$ cat config.mk
export PLATFORM = sky130hd
export DESIGN_NAME = irq_accept_unit
export DESIGN_NICKNAME = d
export VERILOG_FILES = /design/src/rtl/irq_pkg.sv /design/src/rtl/irq_pend_bank.sv /design/src/rtl/irq_class_gate.sv /design/src/rtl/irq_top_pick.sv /design/src/rtl/irq_accept_unit.sv
export SDC_FILE = /design/constraint.sdc
export NUM_CORES = 1
export LEC_CHECK = 0
export ABC_AREA = 0
export BUFFER_PORTS_ARGS = -buffer_cell sky130_fd_sc_hd__clkbuf_2
export CORE_MARGIN = 10
export CORE_UTILIZATION = 35
export DETAILED_ROUTE_END_ITERATION = 12
export PLACE_DENSITY = 0.5
export SYNTH_ARGS = -nofsm -noshare
export SYNTH_HDL_FRONTEND = slang
export SYNTH_SLANG_ARGS = --single-unit
$ cat constraint.sdc
create_clock -name clk -period 7.5 [get_ports clk]
set_clock_uncertainty 0.05 [all_clocks]
set_input_delay 1.125 -clock clk [delete_from_list [all_inputs] [get_ports clk]]
set_output_delay 1.125 -clock clk [all_outputs]
set_load 0.03 [all_outputs]
$ cat src/rtl/irq_pkg.sv
package irq_pkg;
  localparam int DEF_VEC_W = 8;
  localparam int DEF_THR_W = 4;
endpackage

$ cat src/rtl/irq_pend_bank.sv
module irq_pend_bank #(
  parameter int NUM   = 256,
  parameter int IDX_W = 8
) (
  input  logic             clk,
  input  logic             rst,
  input  logic             set_en,
  input  logic [IDX_W-1:0] set_idx,
  input  logic             clr_en,
  input  logic [IDX_W-1:0] clr_idx,
  output logic [NUM-1:0]   bits
);
  for (genvar i = 0; i < NUM; i++) begin : g_bit
    logic hit_set, hit_clr;
    assign hit_set = set_en && (set_idx == IDX_W'(i));
    assign hit_clr = clr_en && (clr_idx == IDX_W'(i));
    always_ff @(posedge clk) begin
      if (rst) bits[i] <= 1'b0;
      else     bits[i] <= (bits[i] && !hit_clr) || hit_set;
    end
  end
endmodule

$ cat src/rtl/irq_class_gate.sv
module irq_class_gate #(
  parameter int NUM   = 256,
  parameter int IDX_W = 8,
  parameter int THR_W = 4
) (
  input  logic [NUM-1:0]   bits,
  input  logic [THR_W-1:0] thr,
  output logic [NUM-1:0]   eligible
);
  localparam int SHIFT = IDX_W - THR_W;
  for (genvar i = 0; i < NUM; i++) begin : g_gate
    localparam int CLS = i >> SHIFT;
    assign eligible[i] = bits[i] && (THR_W'(CLS) > thr);
  end
endmodule

$ cat src/rtl/irq_top_pick.sv
module irq_top_pick #(
  parameter int NUM   = 256,
  parameter int IDX_W = 8
) (
  input  logic [NUM-1:0]   eligible,
  output logic             any,
  output logic [IDX_W-1:0] idx
);
  always_comb begin
    any = 1'b0;
    idx = '0;
    for (int i = 0; i < NUM; i++) begin
      if (eligible[i]) begin
        any = 1'b1;
        idx = IDX_W'(i);
      end
    end
  end
endmodule

$ cat src/rtl/irq_accept_unit.sv
module irq_accept_unit #(
  parameter int VEC_W = irq_pkg::DEF_VEC_W,
  parameter int THR_W = irq_pkg::DEF_THR_W
) (
  input  logic             clk,
  input  logic             rst,
  input  logic             req_valid,
  input  logic [VEC_W-1:0] req_vec,
  input  logic             thr_we,
  input  logic [THR_W-1:0] thr_data,
  input  logic             ack,
  output logic             irq_pending,
  output logic [VEC_W-1:0] irq_vec
);
  localparam int NUM_VEC = 1 << VEC_W;

  logic [NUM_VEC-1:0] pend_bits;
  logic [NUM_VEC-1:0] eligible;
  logic [THR_W-1:0]   thr_q;
  logic               take;

  assign take = ack && irq_pending;

  always_ff @(posedge clk) begin
    if (rst)         thr_q <= '0;
    else if (thr_we) thr_q <= thr_data;
  end

  irq_pend_bank #(.NUM(NUM_VEC), .IDX_W(VEC_W)) u_bank (
    .clk(clk), .rst(rst),
    .set_en(req_valid), .set_idx(req_vec),
    .clr_en(take), .clr_idx(irq_vec),
    .bits(pend_bits)
  );

  irq_class_gate #(.NUM(NUM_VEC), .IDX_W(VEC_W), .THR_W(THR_W)) u_gate (
    .bits(pend_bits), .thr(thr_q), .eligible(eligible)
  );

  irq_top_pick #(.NUM(NUM_VEC), .IDX_W(VEC_W)) u_pick (
    .eligible(eligible), .any(irq_pending), .idx(irq_vec)
  );

  AST_REQ_LANDS: assert property (@(posedge clk) disable iff (rst)
    req_valid |=> pend_bits[$past(req_vec)]);
  AST_CLASS_ABOVE: assert property (@(posedge clk) disable iff (rst)
    irq_pending |-> (irq_vec[VEC_W-1 -: THR_W] > thr_q));
  AST_TOP_WINS: assert property (@(posedge clk) disable iff (rst)
    irq_pending |-> ((eligible >> irq_vec) == NUM_VEC'(1)));
  AST_NO_DISCARD: assert property (@(posedge clk) disable iff (rst)
    !ack |=> ($countones(pend_bits) >= $past($countones(pend_bits))));
  AST_ACK_CLEARS: assert property (@(posedge clk) disable iff (rst)
    (take && !(req_valid && req_vec == irq_vec)) |=> !pend_bits[$past(irq_vec)]);
  AST_ACK_COLLIDE: assert property (@(posedge clk) disable iff (rst)
    (take && req_valid && req_vec == irq_vec) |=> pend_bits[$past(irq_vec)]);
  AST_THR_LOAD: assert property (@(posedge clk) disable iff (rst)
    thr_we |=> (thr_q == $past(thr_data)));
endmodule

==> impl_metrics.sql <==
INSERT INTO impl_metrics (metric_group, metric, value, unit) VALUES
('worst_setup_path', 'timing.critical_path.fanout_max', '36', ''),
('synthesis', 'post_synth_num_cell_types', '98', ''),
('synthesis', 'synth.most_common_cell', 'a21oi_1', ''),
('outcome', 'violated_checks', 'capacitance limit, slew limit', ''),
('clocking', 'cts_resized', '0', ''),
('grt', 'track_usage', '0.256', ''),
('synthesis', 'post-synth-top-area-cell', 'dfxtp_1', ''),
('grt', 'first_global_vias', '15100', ''),
('power_and_ir_drop', 'leakage', '5.15', 'nW'),
('die', 'fp-row-count', '77', ''),
('worst_setup_path', 'worstPathArrival', '4.80', 'ns'),
('synthesis', 'synth-async-reset-ratio', '0', ''),
('synthesis', 'synthesis.area_per_instance', '7.55', 'um2'),
('routing', 'detail_route.vias_per_cell', '6.68', ''),
('routing', 'post_detailed_route_drc_marker_count', '0', ''),
('clocking', 'clock_tree.root_cell', 'clkbuf_16', ''),
('grt', 'grt_max_degree', '90', ''),
('final_layout', 'area_delta_synth_final', '8.91', '%'),
('synthesis', 'synth-edff-count', '0', ''),
('placement', 'dpl_hpwl', '47800', 'um'),
('clocking', 'post-cts-setup-buffer-count', '0', ''),
('synthesis', 'synthesis.nets', '2067', ''),
('clocking', 'clk-insertion-delay-late', '0.59', 'ns'),
('job', 'cap_viol_max_count', '1', ''),
('sta', 'setup_viol_count_final', '0', ''),
('synthesis', 'yosysSeqAreaShare', '0.316', ''),
('clocking', 'holdBufCountCts', '0', ''),
('worst_setup_path', 'timing_worst_setup_path_type', 'flip-flop to output pin', ''),
('placement', 'place_inst', '2519', ''),
('die', 'chipHeight', '230', 'um'),
('sta', 'grt_setup_unrepaired', 'false', ''),
('routing', 'drt_first_iter_violations', '2036', ''),
('worst_setup_path', 'worst_ep_required_time', '6.32', 'ns'),
('grt', 'grt_util_met2', '0.384', ''),
('grt', 'fraction_of_met1_tracks_used_by_global_routing', '0.363', ''),
('placement', 'globalplace.congestion', '0.978', ''),
('final_layout', 'final-instance-count-excl-fill', '2571', ''),
('die', 'core_area', '43900', 'um2'),
('die', 'design.portCount', '26', ''),
('synthesis', 'ys_top_cells_by_area', 'dfxtp_1 32%, a21oi_1 11%, a311oi_1 6.4%', ''),
('sta', 'setup_total_negative_slack', '0', 'ns'),
('sta', 'max-slew-margin-rel', '-0.0388', ''),
('routing', 'detail_route.first_pass.iterations', '6', ''),
('grt', 'grt_overflow', '0', ''),
('die', 'start_util', '0.352', ''),
('clocking', 'path_clk_slew', '0.06', 'ns'),
('clocking', 'cts_buffers', '30', ''),
('routing', 'dr_total_vias', '17200', ''),
('power_and_ir_drop', 'irDropWorstVdd', '169', 'uV'),
('clocking', 'numClockSinks', '244', ''),
('grt', 'grt_first_pass_wirelength', '104000', 'um'),
('worst_setup_path', 'worstSetupStartpointType', 'flip-flop', ''),
('synthesis', 'synth.yosys.warnings', '0', ''),
('final_layout', 'fin_nets', '1976', ''),
('synthesis', 'netlist.area_leader.share', '0.316', ''),
('sta', 'worstMarginPinSlew', '1.55', 'ns'),
('outcome', 'run_status', 'finished with violations', ''),
('sta', 'report.final.slew_viol_count', '12', ''),
('synthesis', 'synthTopCellsByCount', '333 x a21oi_1, 244 x dfxtp_1, 214 x nand2_1', ''),
('hold_path', 'tightest_hold_check_type', 'flip-flop to flip-flop', ''),
('die', 'die-width', '230', 'um'),
('die', 'die_area', '53000', 'um2'),
('placement', 'dpl_cell_area', '15900', 'um2'),
('sta', 'max_freq', '167', 'MHz'),
('worst_setup_path', 'crit_end_element', 'output pin', ''),
('grt', 'antenna_found_initial', '0', ''),
('synthesis', 'synth_flop_cell', 'dfxtp_1', ''),
('sta', 'final.min_clock_period', '5.98', 'ns'),
('power_and_ir_drop', 'fin_total_pwr', '3.36', 'mW'),
('grt', 'grt-busiest-layer', 'met2', ''),
('sta', 'final_hold_viol_count', '0', '');
[final cells by class]
cell class / instances / area, um2 / share of cell area
Inverter: 44 / 170 / 0.0101
Clock inverter: 4 / 47.5 / 0.00282
Antenna cell: 1 / 2.50 / 0.000148
Tap cell: 592 / 741 / 0.0439
Multi-Input combinational cell: 1579 / 9690 / 0.575
Clock buffer: 47 / 926 / 0.0549
Sequential cell: 244 / 4890 / 0.290
Timing Repair Buffer: 60 / 397 / 0.0235
[stage by stage]
step | hold slack [ns] | worst slack (ns)
6_report | 0.463 | 1.52
4_1_cts | 0.463 | 1.69
3_3_place_gp | 0.445 | 2.38
3_5_place_dp | 0.450 | 2.31
5_1_grt | 0.491 | 1.39
2_1_floorplan | 0.416 | 3.64
[worst max-delay path, stage by stage, from the launching register on]
cell	delay, ns
dfxtp_1	1.00
nand3_1	0.45
nor2_1	0.43
a21oi_1	0.15
o31ai_1	0.60
nor4_1	0.25
o311a_1	0.17
a211o_1	0.27
buf_4	0.28
inv_6	0.29
clkbuf_2	0.28
[worst paths after layout]
| path | from | end | slack [ns] | depth (start not counted) |
|---|---|---|---|---|
| worst max register to register | thr_q[2] | u_bank.bits[205] | 2.07 | 12 |
| worst max-delay path | thr_q[2] | irq_vec[1] | 1.52 | 10 |
| worst min-delay path | u_bank.bits[101] | u_bank.bits[101] | 0.46 | 2 |
| worst min register to register | u_bank.bits[101] | u_bank.bits[101] | 0.46 | 2 |
[power by group]
group / switching, mW / total (mW) / internal [mW]
clock network: 0.609 / 1.48 / 0.868
registers: 0.0139 / 1.31 / 1.30
logic: 0.462 / 0.572 / 0.110
total: 1.08 / 3.36 / 2.28
[cell families after synthesis]
kind of cell           share of synthesized area
buffers and inverters                     0.0650
DFF                                        0.315
and+or+nand+nor                            0.235
AOI/OAI and AO/OA                          0.381
muxes                                    0.00259
[metal layers]
layer  up-vias  part of all wire  wire (um)
met4         0             0.032       2320
met2       923              0.43      31200
met1      8370              0.44      31500
met3       128             0.096       6900
met5         -                 0          0
li1       7757                 -          -
[sequential cells by signal (all words and copies together) (netlist names)]
signal / flops
u_bank.bits: 240
thr_q: 4
[cell usage in the layout (no fill, tap or decap), types with 8 or more instances in the layout]
cell and n:
a2111oi_0 11, a221oi_1 8, o211ai_1 12, nor2_1 146, a41oi_1 8, a21o_1 10
a31o_2 11, nand2b_1 37, a21oi_1 333, o22ai_1 17, a31oi_1 13, nor2_2 10
nand3_1 33, a211oi_1 119, buf_4 35, o31ai_1 25, clkbuf_8 10, dfxtp_1 243
a311oi_2 8, nor3_1 41, nand2_1 214, nor4_1 67, a311oi_1 113, o21ai_0 55
and3_1 17, o41ai_1 18, clkbuf_2 24, and2_1 18, o21bai_1 9, clkbuf_16 31
nor2b_1 28, inv_1 42, or4_1 29, o311ai_0 14
Note: power is estimated with default switching activity, not from simulation.
